File: src/rtl/rs_gf_pkg.sv
package rs_gf_pkg;

  localparam int GF_M = 4;
  localparam int GF_ORDER = (1 << GF_M) - 1;

  typedef logic [GF_M-1:0] gf_t;

  // low taps of the primitive polynomial x^4 + x + 1
  localparam gf_t GF_TAPS = 4'b0011;

  function automatic gf_t gf_xtime(gf_t a);
    gf_t r;
    r = {a[GF_M-2:0], 1'b0};
    if (a[GF_M-1]) r = r ^ GF_TAPS;
    return r;
  endfunction

  function automatic gf_t gf_mul(gf_t a, gf_t b);
    gf_t acc;
    gf_t sh;
    acc = '0;
    sh  = a;
    for (int i = 0; i < GF_M; i++) begin
      if (b[i]) acc = acc ^ sh;
      sh = gf_xtime(sh);
    end
    return acc;
  endfunction

  function automatic gf_t gf_alpha_pow(int k);
    gf_t r;
    r = gf_t'(1);
    for (int i = 0; i < GF_ORDER; i++) begin
      if (i < k) r = gf_xtime(r);
    end
    return r;
  endfunction

  // a^(order-1) is the inverse for nonzero a
  function automatic gf_t gf_inv(gf_t a);
    gf_t r;
    r = gf_t'(1);
    for (int i = 0; i < GF_ORDER - 1; i++) r = gf_mul(r, a);
    return r;
  endfunction

  // discrete log base alpha; argument must be nonzero
  function automatic gf_t gf_log(gf_t a);
    gf_t p;
    gf_t r;
    logic hit;
    p   = gf_t'(1);
    r   = '0;
    hit = 1'b0;
    for (int i = 0; i < GF_ORDER; i++) begin
      if (!hit && p == a) begin
        r   = gf_t'(i);
        hit = 1'b1;
      end
      p = gf_xtime(p);
    end
    return r;
  endfunction

endpackage

File: src/rtl/rs_cw_encoder.sv
module rs_cw_encoder
  import rs_gf_pkg::*;
#(
  parameter int K_SYM = 8
) (
  input  logic [K_SYM*GF_M-1:0] data_i,
  output logic [2*GF_M-1:0]     parity_o
);

  // g(x) = (x + a)(x + a^2) = x^2 + G1 x + G0
  localparam gf_t G1 = gf_alpha_pow(1) ^ gf_alpha_pow(2);
  localparam gf_t G0 = gf_mul(gf_alpha_pow(1), gf_alpha_pow(2));

  gf_t r_hi, r_lo, fb;

  always_comb begin
    r_hi = '0;
    r_lo = '0;
    fb   = '0;
    for (int j = K_SYM - 1; j >= 0; j--) begin
      fb   = data_i[j*GF_M +: GF_M] ^ r_hi;
      r_hi = r_lo ^ gf_mul(fb, G1);
      r_lo = gf_mul(fb, G0);
    end
    parity_o = {r_hi, r_lo};
  end

endmodule

File: src/rtl/rs_cw_syndrome.sv
module rs_cw_syndrome
  import rs_gf_pkg::*;
#(
  parameter int N_SYM = 10
) (
  input  logic [N_SYM*GF_M-1:0] cw_i,
  output gf_t                   s1_o,
  output gf_t                   s2_o
);

  localparam gf_t ROOT1 = gf_alpha_pow(1);
  localparam gf_t ROOT2 = gf_alpha_pow(2);

  gf_t acc1, acc2;

  always_comb begin
    acc1 = '0;
    acc2 = '0;
    for (int k = N_SYM - 1; k >= 0; k--) begin
      acc1 = gf_mul(acc1, ROOT1) ^ cw_i[k*GF_M +: GF_M];
      acc2 = gf_mul(acc2, ROOT2) ^ cw_i[k*GF_M +: GF_M];
    end
    s1_o = acc1;
    s2_o = acc2;
  end

endmodule

File: src/rtl/rs_cw_corrector.sv
module rs_cw_corrector
  import rs_gf_pkg::*;
#(
  parameter int N_SYM = 10,
  parameter int K_SYM = 8
) (
  input  gf_t                   s1_i,
  input  gf_t                   s2_i,
  input  logic [K_SYM*GF_M-1:0] data_i,
  output logic [K_SYM*GF_M-1:0] data_o,
  output logic                  uncorr_o
);

  localparam int NP = N_SYM - K_SYM;

  gf_t loc, mag;

  always_comb begin
    data_o   = data_i;
    uncorr_o = 1'b0;
    loc      = '0;
    mag      = '0;
    if (s1_i == '0 && s2_i == '0) begin
      uncorr_o = 1'b0;
    end else if (s1_i == '0 || s2_i == '0) begin
      uncorr_o = 1'b1;
    end else begin
      loc = gf_log(gf_mul(s2_i, gf_inv(s1_i)));
      mag = gf_mul(gf_mul(s1_i, s1_i), gf_inv(s2_i));
      if (int'(loc) > N_SYM - 1) begin
        uncorr_o = 1'b1;
      end else begin
        for (int j = 0; j < K_SYM; j++) begin
          if (int'(loc) == j + NP) data_o[j*GF_M +: GF_M] = data_i[j*GF_M +: GF_M] ^ mag;
        end
      end
    end
  end

endmodule

File: src/rtl/rs_ilv_codec.sv
module rs_ilv_codec
  import rs_gf_pkg::*;
#(
  parameter int N_SYM = 10,
  parameter int K_SYM = 8,
  parameter int ILV   = 2
) (
  input  logic                         clk,
  input  logic                         rst,
  input  logic                         enc_in_valid,
  input  logic [ILV*K_SYM*GF_M-1:0]    enc_in_data,
  output logic                         enc_out_valid,
  output logic [ILV*N_SYM*GF_M-1:0]    enc_out_data,
  input  logic                         dec_in_valid,
  input  logic [ILV*N_SYM*GF_M-1:0]    dec_in_data,
  output logic                         dec_out_valid,
  output logic [ILV*K_SYM*GF_M-1:0]    dec_out_data,
  output logic [ILV-1:0]               dec_out_uncorr
);

  localparam int NP     = N_SYM - K_SYM;
  localparam int CW_DW  = K_SYM * GF_M;
  localparam int CW_W   = N_SYM * GF_M;
  localparam int PAR_W  = NP * GF_M;
  localparam int CODE_W = ILV * CW_W;

  // encoder side
  logic [ILV-1:0][CW_DW-1:0] enc_dat;
  logic [ILV-1:0][PAR_W-1:0] enc_par;
  logic [CODE_W-1:0]         enc_code;

  // decoder side
  logic [ILV-1:0][CW_W-1:0]  rx_cw;
  logic [ILV-1:0][GF_M-1:0]  syn1, syn2;
  logic [ILV-1:0][GF_M-1:0]  s1_q, s2_q;
  logic [ILV-1:0][CW_DW-1:0] rxd_q;
  logic                      v1_q;
  logic [ILV-1:0][CW_DW-1:0] fix_dat;
  logic [ILV-1:0]            fix_bad;

  for (genvar w = 0; w < ILV; w++) begin : g_cw
    assign enc_dat[w] = enc_in_data[(ILV-w)*CW_DW-1 -: CW_DW];

    rs_cw_encoder #(.K_SYM(K_SYM)) u_enc (
      .data_i   (enc_dat[w]),
      .parity_o (enc_par[w])
    );

    rs_cw_syndrome #(.N_SYM(N_SYM)) u_syn (
      .cw_i (rx_cw[w]),
      .s1_o (syn1[w]),
      .s2_o (syn2[w])
    );

    rs_cw_corrector #(.N_SYM(N_SYM), .K_SYM(K_SYM)) u_cor (
      .s1_i     (s1_q[w]),
      .s2_i     (s2_q[w]),
      .data_i   (rxd_q[w]),
      .data_o   (fix_dat[w]),
      .uncorr_o (fix_bad[w])
    );
  end

  // symbol k of codeword w travels in line slot k*ILV + (ILV-1-w)
  always_comb begin
    enc_code = '0;
    rx_cw    = '0;
    for (int w = 0; w < ILV; w++) begin
      for (int k = 0; k < NP; k++) begin
        enc_code[(k*ILV + ILV-1-w)*GF_M +: GF_M] = enc_par[w][k*GF_M +: GF_M];
      end
      for (int k = 0; k < K_SYM; k++) begin
        enc_code[((k+NP)*ILV + ILV-1-w)*GF_M +: GF_M] = enc_dat[w][k*GF_M +: GF_M];
      end
      for (int k = 0; k < N_SYM; k++) begin
        rx_cw[w][k*GF_M +: GF_M] = dec_in_data[(k*ILV + ILV-1-w)*GF_M +: GF_M];
      end
    end
  end

  // encoder output register
  always_ff @(posedge clk) begin
    if (rst) begin
      enc_out_valid <= 1'b0;
      enc_out_data  <= '0;
    end else begin
      enc_out_valid <= enc_in_valid;
      if (enc_in_valid) enc_out_data <= enc_code;
    end
  end

  // decoder stage one: syndromes and received data nibbles
  always_ff @(posedge clk) begin
    if (rst) begin
      v1_q  <= 1'b0;
      s1_q  <= '0;
      s2_q  <= '0;
      rxd_q <= '0;
    end else begin
      v1_q <= dec_in_valid;
      if (dec_in_valid) begin
        for (int w = 0; w < ILV; w++) begin
          s1_q[w]  <= syn1[w];
          s2_q[w]  <= syn2[w];
          rxd_q[w] <= rx_cw[w][CW_W-1 -: CW_DW];
        end
      end
    end
  end

  // decoder stage two: repaired output
  always_ff @(posedge clk) begin
    if (rst) begin
      dec_out_valid  <= 1'b0;
      dec_out_data   <= '0;
      dec_out_uncorr <= '0;
    end else begin
      dec_out_valid  <= v1_q;
      dec_out_uncorr <= '0;
      if (v1_q) begin
        for (int w = 0; w < ILV; w++) begin
          dec_out_data[(ILV-w)*CW_DW-1 -: CW_DW] <= fix_dat[w];
          dec_out_uncorr[ILV-1-w]                <= fix_bad[w];
        end
      end
    end
  end

endmodule

File: config.mk
export PLATFORM = sky130hd
export DESIGN_NAME = rs_ilv_codec
export DESIGN_NICKNAME = d
export VERILOG_FILES = /design/src/rtl/rs_gf_pkg.sv /design/src/rtl/rs_cw_encoder.sv /design/src/rtl/rs_cw_syndrome.sv /design/src/rtl/rs_cw_corrector.sv /design/src/rtl/rs_ilv_codec.sv
export SDC_FILE = /design/constraint.sdc
export NUM_CORES = 1
export LEC_CHECK = 0
export BUFFER_PORTS_ARGS = -buffer_cell sky130_fd_sc_hd__buf_4
export CORE_UTILIZATION = 57
export CTS_CLUSTER_SIZE = 12
export DETAILED_ROUTE_END_ITERATION = 16
export PLACE_DENSITY = 0.81
export REMOVE_ABC_BUFFERS = 1
export SETUP_SLACK_MARGIN = 0.2
export SYNTH_ARGS = -nofsm -noshare
export SYNTH_HDL_FRONTEND = slang
export SYNTH_SLANG_ARGS = --single-unit
export TNS_END_PERCENT = 100
File: constraint.sdc
create_clock -name clk -period 14.8 [get_ports clk]
set_input_delay 2.22 -clock clk [delete_from_list [all_inputs] [get_ports clk]]
set_output_delay 2.22 -clock clk [all_outputs]
set_load 0.02 [all_outputs]
Word level (Yosys, flattened, before mapping)
Cells that the tools add are included.
W data, S select, Z words.
{"block": "op_classes", "order_cmp": 2, "eq_ne": 46, "bitwise_logic": 577, "muxes": 1572, "n_reduce_logical": 66}
{"cell": "$mux W4", "count": 1158}
{"cell": "$xor A4 B4 Y4", "count": 270}
{"cell": "$mux W2", "count": 302}
{"cell": "$not A2 Y2", "count": 294}
{"cell": "$mux W32", "count": 6}
{"cell": "$mux W1", "count": 94}
{"cell": "$eq A4 B4 Y1", "count": 22}
{"cell": "$eq A4 B4 Y1 const B", "count": 12}
{"cell": "$mux W3", "count": 12}
{"cell": "$logic_and A1 B1 Y1", "count": 30}
{"cell": "$logic_not A1 Y1", "count": 28}
{"cell": "$eq A4 B3 Y1 const B", "count": 4}
{"cell": "$logic_not A4 Y1", "count": 4}
{"cell": "$not A1 Y1", "count": 13}
{"cell": "$eq A1 B4 Y1 const A", "count": 2}
{"cell": "$eq A2 B4 Y1 const A", "count": 2}
{"cell": "$eq A3 B4 Y1 const A", "count": 2}
{"cell": "$eq A4 B4 Y1 const A", "count": 2}
{"cell": "$gt A4 B4 Y1 const B", "count": 2}
{"cell": "$reduce_or A3 Y1", "count": 2}
{"cell": "$logic_or A1 B1 Y1", "count": 2}
{"block": "word_totals", "output_inout_bits": 148, "elab_cells": 2276, "ff_bits": 229}

Longest topological paths before layout
Gate-level depths: netlist (run 1).
{"block": "depth", "word_depth": 318, "ltp_mapped": 63, "depth_no_buf": 49}

Cells and area by module
A second synthesis (run 1) with hierarchy kept.
{"block": "unflattened", "cells_unflattened": 4548, "hier_area_um2": 37985.2}
{"mod": "rs_cw_corrector (g_cw[1].u_cor)", "cells_per_inst": 1851, "area_each_um2": 13804.5, "instances": 1}
{"mod": "rs_cw_corrector (g_cw[0].u_cor)", "cells_per_inst": 1660, "area_each_um2": 12044.1, "instances": 1}
{"mod": "rs_ilv_codec", "cells_per_inst": 732, "area_each_um2": 8157.8, "instances": 1}
{"mod": "rs_cw_encoder (g_cw[1].u_enc)", "cells_per_inst": 82, "area_each_um2": 1038.5, "instances": 1}
{"mod": "rs_cw_syndrome (g_cw[0].u_syn)", "cells_per_inst": 77, "area_each_um2": 1027.2, "instances": 1}
{"mod": "rs_cw_encoder (g_cw[0].u_enc)", "cells_per_inst": 66, "area_each_um2": 985.9, "instances": 1}
{"mod": "rs_cw_syndrome (g_cw[1].u_syn)", "cells_per_inst": 80, "area_each_um2": 927.1, "instances": 1}

Worst setup path before layout (run 1)
OpenSTA, ideal clock, no wires.
{"block": "synth_timing", "kind": "flip-flop to flip-flop", "from": "register s1_q[7] (netlist name)", "to": "register dec_out_data[9]", "path_buffers": 7, "path_slack_ps": -71, "synth_period_minus_slack_ps": 14871, "setup_time_ps": 86, "arrival_ps": 14785, "t_required_ps": 14714, "stages_incl_launch_ff": 54, "path_cell_list": "dfxtp_1 -> buf_2 -> inv_2 -> buf_2 -> buf_2 -> clkbuf_1 -> ha_1 -> nand2_2 -> xnor3_1 -> o21a_1 -> o21ai_2 -> a21oi_1 -> or2_0 -> buf_2 -> xnor3_1 -> nor2_4 -> xnor2_1 -> mux2_4 -> [18 not listed] -> and4_1 -> or4_1 -> o211a_1 -> xnor3_1 -> or4_1 -> nand4_1 -> xnor3_2 -> and2_1 -> a2111o_1 -> xnor3_2 -> and2_1 -> or3_1 -> and4_1 -> or2_1 -> clkbuf_1 -> nor4b_1 -> xnor2_1 -> a211oi_1"}
{"block": "synth_between", "elab_chain_len": 292}
{"element": "start: declaration", "line": "rs_ilv_codec.sv:35", "text": "logic [ILV-1:0][GF_M-1:0] s1_q, s2_q;"}
{"element": "start signal: indexed assignment", "line": "rs_ilv_codec.sv:103", "text": "s1_q[w] <= syn1[w];"}
{"element": "branches (longest 291 deep; another with $mux W4)"}
{"element": "$mux W32 (*)", "line": "rs_cw_corrector.sv:23", "text": "if (s1_i == '0 && s2_i == '0) begin"}
{"element": "end signal: indexed assignment", "line": "rs_ilv_codec.sv:122", "text": "dec_out_data[(ILV-w)*CW_DW-1 -: CW_DW] <= fix_dat[w];"}
{"element": "end: declaration", "line": "rs_ilv_codec.sv:17", "text": "output logic [ILV*K_SYM*GF_M-1:0] dec_out_data,"}
Mark *: on every way between the ends. The select of a mux whose other input is x is not followed.
A chain may end at the register's enable or synchronous reset.

Worst setup path in the final report (run 1)
{"block": "layout_timing", "from": "register s1_q[7] (netlist name)", "to": "register dec_out_data[8]"}
The elaborated chain is that of the path after synthesis.

==> results.ini, run 1 <==
[cells_and_area]
num-nets-final = 4759
layout_common_cells = 635 x xnor2_1, 514 x buf_4, 506 x nor2_1
area_growth_pct = 16.9
final_common_cell = xnor2_1
fin_util = 0.678
antennaDiodeCount = 0
layout-drive-gt1-share = 0.207

[routing]
first_iter_violations = 3448
wl_mm = 111
drtAntennaViolNets = 0
viasPerCell = 6.46
vias = 34700
drc = 0
drt_first_pass_iters = 6
wl_per_cell_um = 20.6

[critical_path]
required_ns = 15.21
rrSetupSlack_ns = 0.45
rr_endpoint = dec_out_data[8]
cp_data_arrival_time_ns = 14.76
regToRegStartpoint = s1_q[7]
cp_slowest_cell = o21ai_2
cp-start-kind = flop
cp-end-kind = flop
critPathTopFamily = simple AND/OR/NAND/NOR gates
path_class = reg2reg
crit_buf_inv = 2
cp_common_cell = xnor3_2
worstPathMaxFanout = 10
max_stage_delay_ns = 0.65
rr_worst_depth = 47

[placed_design]
numPortBuffers = 295
gp_congestion = 1.00
dpl_worst_slack_ns = -0.275
dpl.hpwl_mm = 79.3

[hold_path]
hold_path_end = dec_out_data[50]
min-delay-start = dec_out_data[50]
hold_path.class = reg2reg
holdPathStages = 2

[global_route]
grt_pass1_wl_mm = 169
overflow = 0
grtUsageTotal = 0.334
antenna_found_initial = 1
grt_pass1_vias = 31900
grt_start_max_net_pins = 94

[job]
max_cap_viol_count = 0

[sta]
tightest_slew_ns = 1.08
drv_slew = 0
relSlewSlack = 0.280
rsz0062_at_grt = yes
fmax_mhz = 69.7
finalSetupViolations = 0
setup_slack_ns = 0.449
setup_tns_ns = 0
fin_crit_sh = 0.970
fin_crit_ns = 14.35
timing.hold.ws_ns = 0.484
clock_skew_ns = 0.0556
finalHoldViolations = 0

[cts]
cts_sinks = 229
cts_root_buffer = clkbuf_16
clockBufferDepth = 3
cts_inserted_buffers = 24
tritoncts = built
hold_buffers = 0
clk-insertion-delay-late_ns = 0.57
htreeDepth = 1
clk_pin_slew_ns = 0.08

[yosys]
ys_async_sr_fraction = 0
synth_flop_cell = dfxtp_1
syn_inst = 4345
postSynthAreaPerCell_um2 = 7.94
ys_types = 139
syn_area_mm2 = 0.0345
ys_warn_count = 0
synth_edf_count = 0
yosysSeqAreaShare = 0.133
ys_ff_latch = 229

[outcome]
status = finished clean

[floorplan]
die_w_um = 248
initial_core_util = 0.580
die_h_um = 248
dieArea_mm2 = 0.0615
rows = 89
ios = 296
core_area_mm2 = 0.0595

## sequential cells by signal, indices dropped and copies added, names as in the netlist
name,count
v1_q,1
rxd_q,64
dec_out_data,64
dec_out_uncorr,2
s1_q,8
s2_q,8
enc_out_data,80
dec_out_valid,1
enc_out_valid,1
## tightest hold or removal path, cell delays in order, from the launching register on
cell      delay [ns]
dfxtp_1         0.31
nor2_1          0.08
a211oi_1        0.05
## how the worst max path moves through the flow
stage / cells past startpoint / slack [ns] / from / endpoint
finish: 47 / 0.45 / s1_q[7] / dec_out_data[8]
global route: 47 / -0.03 / s1_q[7] / dec_out_data[8]
CTS: 50 / 0.20 / s2_q[7] / dec_out_data[10]
detailed placement: 44 / -0.28 / s1_q[7] / dec_out_data[12]
global placement: 46 / 0.05 / s1_q[7] / dec_out_data[12]
floorplan: 47 / -2.10 / s1_q[7] / dec_out_data[3]
## area by class of cell
class	instances	area (µm²)
Multi-Input combinational cell	3790	30000
Fill cell	4719	19100
Clock inverter	6	95.1
Inverter	27	105
Tap cell	773	967
Clock buffer	27	612
Sequential cell	229	4610
Timing Repair Buffer	521	3950
## Yosys cell counts, types with 13 or more instances
cell      instances  area (µm²)
a31oi_1          17         106
or2_2            18         113
a211o_1          22         193
nor3_1          123         616
or4_1            16         120
xnor2_1         679        5950
ha_1             18         225
or2_1            14        87.6
xnor3_1          89        2000
dfxtp_1         229        4580
o211a_1          25         250
or3_1            56         350
inv_1            20        75.1
buf_1            36         135
nand3_1         109         546
nand4_1          40         250
nor2b_1          18         113
o21ai_1          30         150
o22ai_1          30         188
nand3b_1         15         113
o21a_1           25         188
nor3b_1          24         180
a22o_1           13         114
clkbuf_1        210         788
a21o_1           24         180
o31ai_1          13        97.6
nor2_1          511        1920
nor4_1           37         231
and2_1           48         300
a211oi_1        122         916
nand2_1         351        1320
mux2i_1         245        2450
xor2_1          215        1880
and3_1           54         338
xor3_1           22         523
xnor2_2          18         293
o21ai_0         123         616
nand2b_1         29         181
buf_2            42         210
a21oi_1         135         676
a22oi_1          30         225
o211ai_1         59         443
## through the flow
stage          cells  cell area, µm²
2_1_floorplan   4045           33300
3_3_place_gp    5298           37900
3_5_place_dp    5298           37900
4_1_cts         5338           38800
5_1_grt         5373           40300
6_report        5373           40300
## per-layer routing
layer | GRT usage | wire length (µm) | vias up
met5 | 0 | 0 | -
met4 | 0.134 | 4780 | 0
met3 | 0.0445 | 9510 | 372
met2 | 0.548 | 52000 | 1780
met1 | 0.441 | 44400 | 16500
li1 | - | - | 16100
## kinds of logic (layout without fill, tap and decap cells)
group / Yosys count / count (layout) / share of synthesized area
AO/OA/AOI/OAI: 888 / 888 / 0.189
multiplexers: 272 / 272 / 0.0826
buffers and inverters: 327 / 581 / 0.0393
AND/OR/NAND/NOR: 1563 / 1564 / 0.225
XOR/XNOR: 1048 / 1048 / 0.324
flip-flops: 229 / 229 / 0.133
adder cells (fa/ha/maj): 18 / 18 / 0.00653
## timing repair
action                     in CTS  in global routing
setup endpoints to repair      65                 66
gates resized for setup        37                219
cloned                          0                  1
pin swaps                       9                 37
setup buffers                   7                 34
Power of run 1 is not shown: default switching activity piles up to over one toggle a cycle in this logic, so the estimate is an artifact.
==> run 2: changes to the inputs <==
--- a/config.mk
+++ b/config.mk
@@ -6,10 +6,12 @@
 export NUM_CORES = 1
 export LEC_CHECK = 0
 export BUFFER_PORTS_ARGS = -buffer_cell sky130_fd_sc_hd__buf_4
-export CORE_UTILIZATION = 57
-export CTS_CLUSTER_SIZE = 12
+export CELL_PAD_IN_SITES_DETAIL_PLACEMENT = 0
+export CELL_PAD_IN_SITES_GLOBAL_PLACEMENT = 1
+export CORE_UTILIZATION = 42
+export CTS_CLUSTER_SIZE = 20
 export DETAILED_ROUTE_END_ITERATION = 16
-export PLACE_DENSITY = 0.81
+export PLACE_DENSITY = 0.8
 export REMOVE_ABC_BUFFERS = 1
 export SETUP_SLACK_MARGIN = 0.2
 export SYNTH_ARGS = -nofsm -noshare
==> results.ini, run 2 (synthesis results as in run 1) <==
[global_route]
grt_start_max_net_pins = 88
grtUsageTotal = 0.254
overflow = 0
grt_pass1_vias = 30600
antenna_found_initial = 1
grt_pass1_wl_mm = 173

[routing]
drc = 1
first_iter_violations = 2390
wl_per_cell_um = 19.7
drtAntennaViolNets = 0
viasPerCell = 5.79
drt_first_pass_iters = 14
wl_mm = 113
vias = 33100

[critical_path]
cp-start-kind = flop
required_ns = 15.27
max_stage_delay_ns = 0.51
cp_data_arrival_time_ns = 14.55
cp-end-kind = flop
path_class = reg2reg
worstPathMaxFanout = 12
critPathTopFamily = XOR/XNOR gates
crit_buf_inv = 5
cp_slowest_cell = or4_4

[sta]
setup_slack_ns = 0.717
relSlewSlack = 0.355
drv_slew = 0
setup_tns_ns = 0
tightest_slew_ns = 0.967
rsz0062_at_grt = yes
fmax_mhz = 71.0
fin_crit_ns = 14.08
clock_skew_ns = 0.00910
finalHoldViolations = 0
fin_crit_sh = 0.952
finalSetupViolations = 0

[cells_and_area]
largest_register_ffs = 80
antennaDiodeCount = 0
layout_common_cells = 635 x xnor2_1, 550 x buf_4, 505 x nor2_1
fin_area_mm2 = 0.0410
num-nets-final = 4798
max_flop_register = enc_out_data
final_common_cell = xnor2_1
reg_top3 = enc_out_data: 80 flops, dec_out_data: 64 flops, rxd_q: 64 flops
area_growth_pct = 18.8
fin_util = 0.506
layout-drive-gt1-share = 0.211

[floorplan]
rows = 104
core_area_mm2 = 0.0809
die_w_um = 289
initial_core_util = 0.426
dieArea_mm2 = 0.0833
ios = 296
die_h_um = 289

[hold_path]
hold_path.class = reg2reg

[cts]
tritoncts = built
hold_buffers = 0
cts_root_buffer = clkbuf_16
htreeDepth = 1
clk-insertion-delay-late_ns = 0.56
clockBufferDepth = 3
cts_sinks = 229
cts_inserted_buffers = 27
clk_pin_slew_ns = 0.06

[job]
max_cap_viol_count = 0

[placed_design]
gp_congestion = 0.890
numPortBuffers = 295
dpl_worst_slack_ns = -0.219
dpl.hpwl_mm = 82.8
place_area_mm2 = 0.0385

[outcome]
violations = design-rule violations
status = finished with violations

==> run 2: final cells by class <==
cell class,count,area [µm²]
clock inverter,10,155
tap,1060,1330
timing repair buffer,557,4220
sequential,229,4610
multi-input combinational,3790,29800
inverter,27,105
fill,7940,39900
clock buffer,40,795
==> run 2: through the flow <==
step                cells  hold slack, ns
floorplan            4045           0.470
global placement     5617           0.475
detailed placement   5617           0.480
CTS                  5669           0.488
global route         5713           0.507
finish               5713           0.484
==> run 2: per-layer routing <==
layer  wire [µm]  part of all wire  track usage  vias to the layer above
li1            -                 -            -                    16100
met1       51300              0.46        0.351                    15900
met2       53000              0.47        0.431                      929
met3        5980             0.053       0.0227                      155
met4        2320             0.021       0.0486                        2
met5          17           0.00015            0                        -
==> run 2: final timing paths <==
| path | start | endpoint | slack (ns) | cells after the start |
|---|---|---|---|---|
| worst max register to register | s1_q[7] | dec_out_data[0] | 0.72 | 49 |
| worst max-delay path | s1_q[7] | dec_out_data[0] | 0.72 | 49 |
| worst min register to register | dec_out_data[34] | dec_out_data[34] | 0.48 | 2 |
| worst min-delay path | dec_out_data[34] | dec_out_data[34] | 0.48 | 2 |
==> run 2: worst register-to-register path, delay by kind of cell (launching register included) <==
family	cells	cell delay, ns
xor gates and xnor gates	18	5.40
muxes	1	0.12
buffers and inverters	5	0.87
DFF	1	0.42
AOI/OAI and AO/OA	12	3.56
adders and majority gates	1	0.24
and+or+nand+nor	12	3.39
==> run 2: repair_timing <==
action                                  4_1_cts  5_1_grt
endpoints found under the hold margin         0        0
endpoints found under the setup margin       60       66
pin swaps                                     2       44
cloned                                        0        1
resized for setup                            18      206
buffers inserted                              2       43
Power of run 2 is left out for the same reason.
